**config.mk**
```make
export PLATFORM = sky130hd
export DESIGN_NAME = pt_walker
export DESIGN_NICKNAME = d
export VERILOG_FILES = /design/src/rtl/pt_walker.sv
export SDC_FILE = /design/constraint.sdc
export NUM_CORES = 1
export LEC_CHECK = 0
export CORE_MARGIN = 2
export CORE_UTILIZATION = 40
export DETAILED_ROUTE_END_ITERATION = 12
export HOLD_SLACK_MARGIN = 0.1
export PLACE_DENSITY_LB_ADDON = 0.25
export REMOVE_ABC_BUFFERS = 1
export SLEW_MARGIN = 10
export SYNTH_ARGS = -nofsm -noshare
export SYNTH_HDL_FRONTEND = slang
export SYNTH_SLANG_ARGS = --single-unit
```
**constraint.sdc**
```tcl
create_clock -name clk -period 4.3 [get_ports clk]
set_input_delay 0.86 -clock clk [delete_from_list [all_inputs] [get_ports clk]]
set_output_delay 0.86 -clock clk [all_outputs]
set_load 0.03 [all_outputs]
```
**src/rtl/pt_walker.sv**
```systemverilog
module pt_walker #(
  parameter int LEVELS = 3,
  parameter int OFF_W  = 13,
  parameter int PPN_W  = 32,
  localparam int IDX_W = OFF_W - 3,
  localparam int VPN_W = LEVELS * IDX_W,
  localparam int PA_W  = PPN_W + OFF_W,
  localparam int PTE_W = 64,
  localparam int LVL_W = $clog2(LEVELS)
) (
  input  logic             clk,
  input  logic             rst_n,
  input  logic             req_valid,
  output logic             req_ready,
  input  logic [VPN_W-1:0] req_vpn,
  input  logic [OFF_W-1:0] req_off,
  input  logic [1:0]       req_acc,
  input  logic [PPN_W-1:0] ptbr,
  output logic             mem_req_valid,
  input  logic             mem_req_ready,
  output logic [PA_W-1:0]  mem_req_addr,
  input  logic             mem_rsp_valid,
  input  logic [PTE_W-1:0] mem_rsp_data,
  output logic             rsp_valid,
  output logic             rsp_fault,
  output logic [1:0]       rsp_cause,
  output logic [LVL_W-1:0] rsp_level,
  output logic [PPN_W-1:0] rsp_ppn,
  output logic [7:0]       rsp_state,
  output logic [PA_W-1:0]  rsp_paddr
);

  typedef enum logic [1:0] {IDLE, ISSUE, WAIT, DONE} st_t;

  st_t              st_q;
  logic [LVL_W-1:0] lvl_q;
  logic [VPN_W-1:0] vpn_q;
  logic [OFF_W-1:0] off_q;
  logic [1:0]       acc_q;
  logic [PPN_W-1:0] tbl_q, ppn_q;
  logic [7:0]       state_q;
  logic [1:0]       cause_q;
  logic [LVL_W-1:0] end_lvl_q;

  logic [VPN_W-1:0] idx_sh;
  logic [IDX_W-1:0] idx;
  logic             pv, pr, pw, px, perm_ok, last;
  logic             unused_pte;

  assign idx_sh = vpn_q >> (IDX_W * (LEVELS - 1 - int'(lvl_q)));
  assign idx    = idx_sh[IDX_W-1:0];
  assign last   = (lvl_q == LVL_W'(LEVELS - 1));

  assign pv = mem_rsp_data[0];
  assign pr = mem_rsp_data[1];
  assign pw = mem_rsp_data[2];
  assign px = mem_rsp_data[3];
  assign unused_pte = ^mem_rsp_data[PTE_W-PPN_W-1:8];

  always_comb begin
    case (acc_q)
      2'b00:   perm_ok = pr;
      2'b01:   perm_ok = pw;
      2'b10:   perm_ok = px;
      default: perm_ok = pr & pw;
    endcase
  end

  always_ff @(posedge clk or negedge rst_n) begin
    if (!rst_n) begin
      st_q      <= IDLE;
      lvl_q     <= '0;
      vpn_q     <= '0;
      off_q     <= '0;
      acc_q     <= '0;
      tbl_q     <= '0;
      ppn_q     <= '0;
      state_q   <= '0;
      cause_q   <= '0;
      end_lvl_q <= '0;
    end else begin
      case (st_q)
        IDLE: if (req_valid) begin
          vpn_q <= req_vpn;
          off_q <= req_off;
          acc_q <= req_acc;
          tbl_q <= ptbr;
          lvl_q <= '0;
          st_q  <= ISSUE;
        end
        ISSUE: if (mem_req_ready) st_q <= WAIT;
        WAIT: if (mem_rsp_valid) begin
          state_q   <= mem_rsp_data[7:0];
          end_lvl_q <= lvl_q;
          ppn_q     <= '0;
          cause_q   <= 2'b00;
          if (!pv) begin
            cause_q <= 2'b01;
            st_q    <= DONE;
          end else if (!last) begin
            tbl_q <= mem_rsp_data[PTE_W-1 -: PPN_W];
            lvl_q <= lvl_q + 1'b1;
            st_q  <= ISSUE;
          end else if (!perm_ok) begin
            cause_q <= 2'b10;
            st_q    <= DONE;
          end else begin
            ppn_q <= mem_rsp_data[PTE_W-1 -: PPN_W];
            st_q  <= DONE;
          end
        end
        default: st_q <= IDLE;
      endcase
    end
  end

  assign req_ready     = (st_q == IDLE);
  assign mem_req_valid = (st_q == ISSUE);
  assign mem_req_addr  = {tbl_q, idx, 3'b000};
  assign rsp_valid     = (st_q == DONE);
  assign rsp_fault     = (cause_q != 2'b00);
  assign rsp_cause     = cause_q;
  assign rsp_level     = end_lvl_q;
  assign rsp_ppn       = ppn_q;
  assign rsp_state     = state_q;
  assign rsp_paddr     = {ppn_q, off_q};

endmodule

```
==> impl_metrics.json <==
{
  "fin_crit_ns": 4.11,
  "cts-htree-levels": 4,
  "grt_pass1_vias": 4882,
  "rr_worst_depth": 4,
  "clockRootBuffer": "clkbuf_16",
  "fin_util": 0.612,
  "cp-start-kind": "flip-flop",
  "yosys.area.top_type": "dfrtp_1",
  "hold_viol": 0,
  "via_per_inst": 5.33,
  "post_cts_buffers": 0,
  "skew_ns": 0.0125,
  "relSlewSlack": 0.448,
  "clkTransAtPathRegs_ns": 0.05,
  "routabilityCongestion": 0.865,
  "place_inst": 831,
  "route.vias.total": 4588,
  "p_per_area_nw_per_um2": 774,
  "dieArea_sq_um": 15900,
  "ys.flop_type": "dfrtp_1",
  "crit_top_cell": "inv_1",
  "crit_required_ns": 3.44,
  "cpMaxStageDelayCell": "clkdlybuf4s50_1",
  "crit_start": "lvl_q[0]$_DFFE_PN0P_",
  "cts_tree": "yes",
  "drt_iter0_drc": 218,
  "die_h_um": 126,
  "yosysSeqAreaShare": 0.526,
  "drc": 0,
  "grt_max_degree": 65,
  "ys_ff_latch": 125,
  "ys_types": 47,
  "crit_family": "buffers and inverters",
  "start_util": 0.409,
  "slowest_delay_ns": 0.71,
  "arrival_ns": 3.25,
  "netlist_instances": 449,
  "endpoint_kind": "output port",
  "ir_drop_v": 0.000410,
  "synth_area_leaders": "dfrtp_1, mux2_1, o221a_1",
  "grt_pass1_wl_um": 26500,
  "die_w_um": 126,
  "core_area_sq_um": 14500,
  "drv_cap": 0,
  "setup_viol": 0,
  "endpoint": "mem_req_addr[8]",
  "rsz0062_at_grt": "no",
  "hold_buffers": 0,
  "diodes": 0,
  "cts_made_buffers": 17,
  "worstReg2RegStart": "st_q[1]$_DFFE_PN0P_",
  "dr.pass1.iters": 4,
  "final_cells": 861,
  "yosys_warnings": 0,
  "io_pins": 284,
  "placementRows": 44,
  "dp_hpwl_um": 11700,
  "netlist.area_leader.share": 0.526,
  "grt_usage": 0.212,
  "crit_type": "reg2out",
  "cp_num_buf_inv": 3,
  "path_max_fanout": 12,
  "worst_pin_slew_ns": 0.827,
  "power_mw": 6.89,
  "outcome": "complete, no violations",
  "grt_antenna_before_repair": 0,
  "nNetsFinal": 816,
  "syn_avg_cell_area_sq_um": 13.2,
  "cts.sinks": 125,
  "hp-class": "reg2reg",
  "clockBufferDepth": 2,
  "drt-wirelength-per-cell_um": 19.3,
  "synthesis.area_sq_um": 5950,
  "layout-drive-gt1-share": 0.0842,
  "crit_chain": "inv_1 -> ha_1 -> inv_1 -> or4_1 -> o22ai_1 -> clkdlybuf4s50_1",
  "yosysMostFrequentCell": "dfrtp_1",
  "slew_violations": 0,
  "areaGrowthSynthToFinish_pct": 49.6,
  "synth-edff-count": 0,
  "max_freq_mhz": 243,
  "ant_nets": 0,
  "synthArstFlopShare": 1.00,
  "gr-total-overflow": 0,
  "synthTopCellsByCount": "dfrtp_1, mux2_1, buf_4",
  "worstReg2RegEnd": "tbl_q[1]$_DFFE_PN0P_",
  "clock_latency_ns": 0.41,
  "placement.io_buffers": 256,
  "tns_ns": 0,
  "reg2reg_slack_ns": 2.00,
  "routed_wl_um": 16600,
  "whs_ns": 0.477,
  "crit_cells": 6,
  "finalCritPeriodShare": 0.955,
  "p_leak_nw": 3.60,
  "cts_resized": 0
}
[logic make-up after synthesis]
| kind of cell | after synthesis | share of synthesized area |
|---|---|---|
| mux | 75 | 0.152 |
| flops | 125 | 0.526 |
| fa+ha+maj | 4 | 0.00842 |
| xor+xnor | 1 | 0.00147 |
| other cells | 1 | 0.000631 |
| simple gates | 69 | 0.0686 |
| compound gates | 93 | 0.153 |
| buf+inv | 81 | 0.0892 |
[how the worst min path moves through the flow]
stage	from	endpoint	slack, ns	cells past startpoint
floorplan	vpn_q[20]$_DFFE_PN0P_	vpn_q[20]$_DFFE_PN0P_	0.45	1
global placement	rsp_state[1]$_DFFE_PN0P_	rsp_state[1]$_DFFE_PN0P_	0.46	2
detailed placement	rsp_state[2]$_DFFE_PN0P_	rsp_state[2]$_DFFE_PN0P_	0.47	2
CTS	rsp_state[2]$_DFFE_PN0P_	rsp_state[2]$_DFFE_PN0P_	0.48	2
global route	off_q[1]$_DFFE_PN0P_	off_q[1]$_DFFE_PN0P_	0.51	1
finish	rsp_state[2]$_DFFE_PN0P_	rsp_state[2]$_DFFE_PN0P_	0.48	2
[worst register-to-register path, delay by kind of cell (launching register included)]
family	cells	cell delay (ns)
buffers and inverters	1	0.26
DFF	1	0.59
AOI/OAI and AO/OA	1	0.32
and+or+nand+nor	2	1.02
[where the power goes]
part	internal, mW	switching [mW]	leakage (nW)
Combinational	1.60	1.97	1.79
Sequential	1.63	0.342	1.53
Clock	0.862	0.488	0.274
[sequential cells by signal, summed over array words and instances (netlist names)]
signal,count
acc_q,2
lvl_q,2
off_q,13
rsp_cause,2
rsp_level,2
rsp_ppn,32
rsp_state,8
st_q,2
tbl_q,32
vpn_q,30
[layout by cell type (no fill, tap or decap), types with 4 or more instances in the layout]
master,netlist,routed
clkdlybuf4s50_1,0,253
dfrtp_1,125,125
mux2_1,59,59
o221a_1,33,33
nand2b_1,33,33
a32o_1,32,32
clkbuf_16,0,17
inv_1,11,11
nand2_1,11,11
buf_4,42,11
nor2_1,9,8
mux4_2,6,6
mux2i_1,6,6
o21ai_0,6,6
clkbuf_8,0,5
a221oi_1,4,4
mux2_2,4,4
a22o_1,4,4
ha_1,4,4
[area by class of cell]
class | instances | area [sq um]
tap | 184 | 230
clock inverter | 6 | 60.1
clock buffer | 24 | 502
timing repair buffer | 265 | 2640
multi-input combinational | 245 | 2300
sequential | 125 | 3130
fill | 1178 | 5640
inverter | 12 | 45.0
[through the flow]
step | setup slack (ns) | cell area, sq um
global placement | 0.624 | 8340
detailed placement | 0.600 | 8340
floorplan | 0.286 | 5470
finish | 0.192 | 8900
global route | 0.0000449 | 8900
CTS | 0.164 | 8900
[per-layer routing]
metal	track usage	vias to the layer above	share of wire
li1	-	2081	-
met3	0.0607	20	0.062
met5	0	-	0
met2	0.356	182	0.51
met1	0.259	2305	0.41
met4	0.0782	0	0.018
Power figures use the tool's default switching activity.
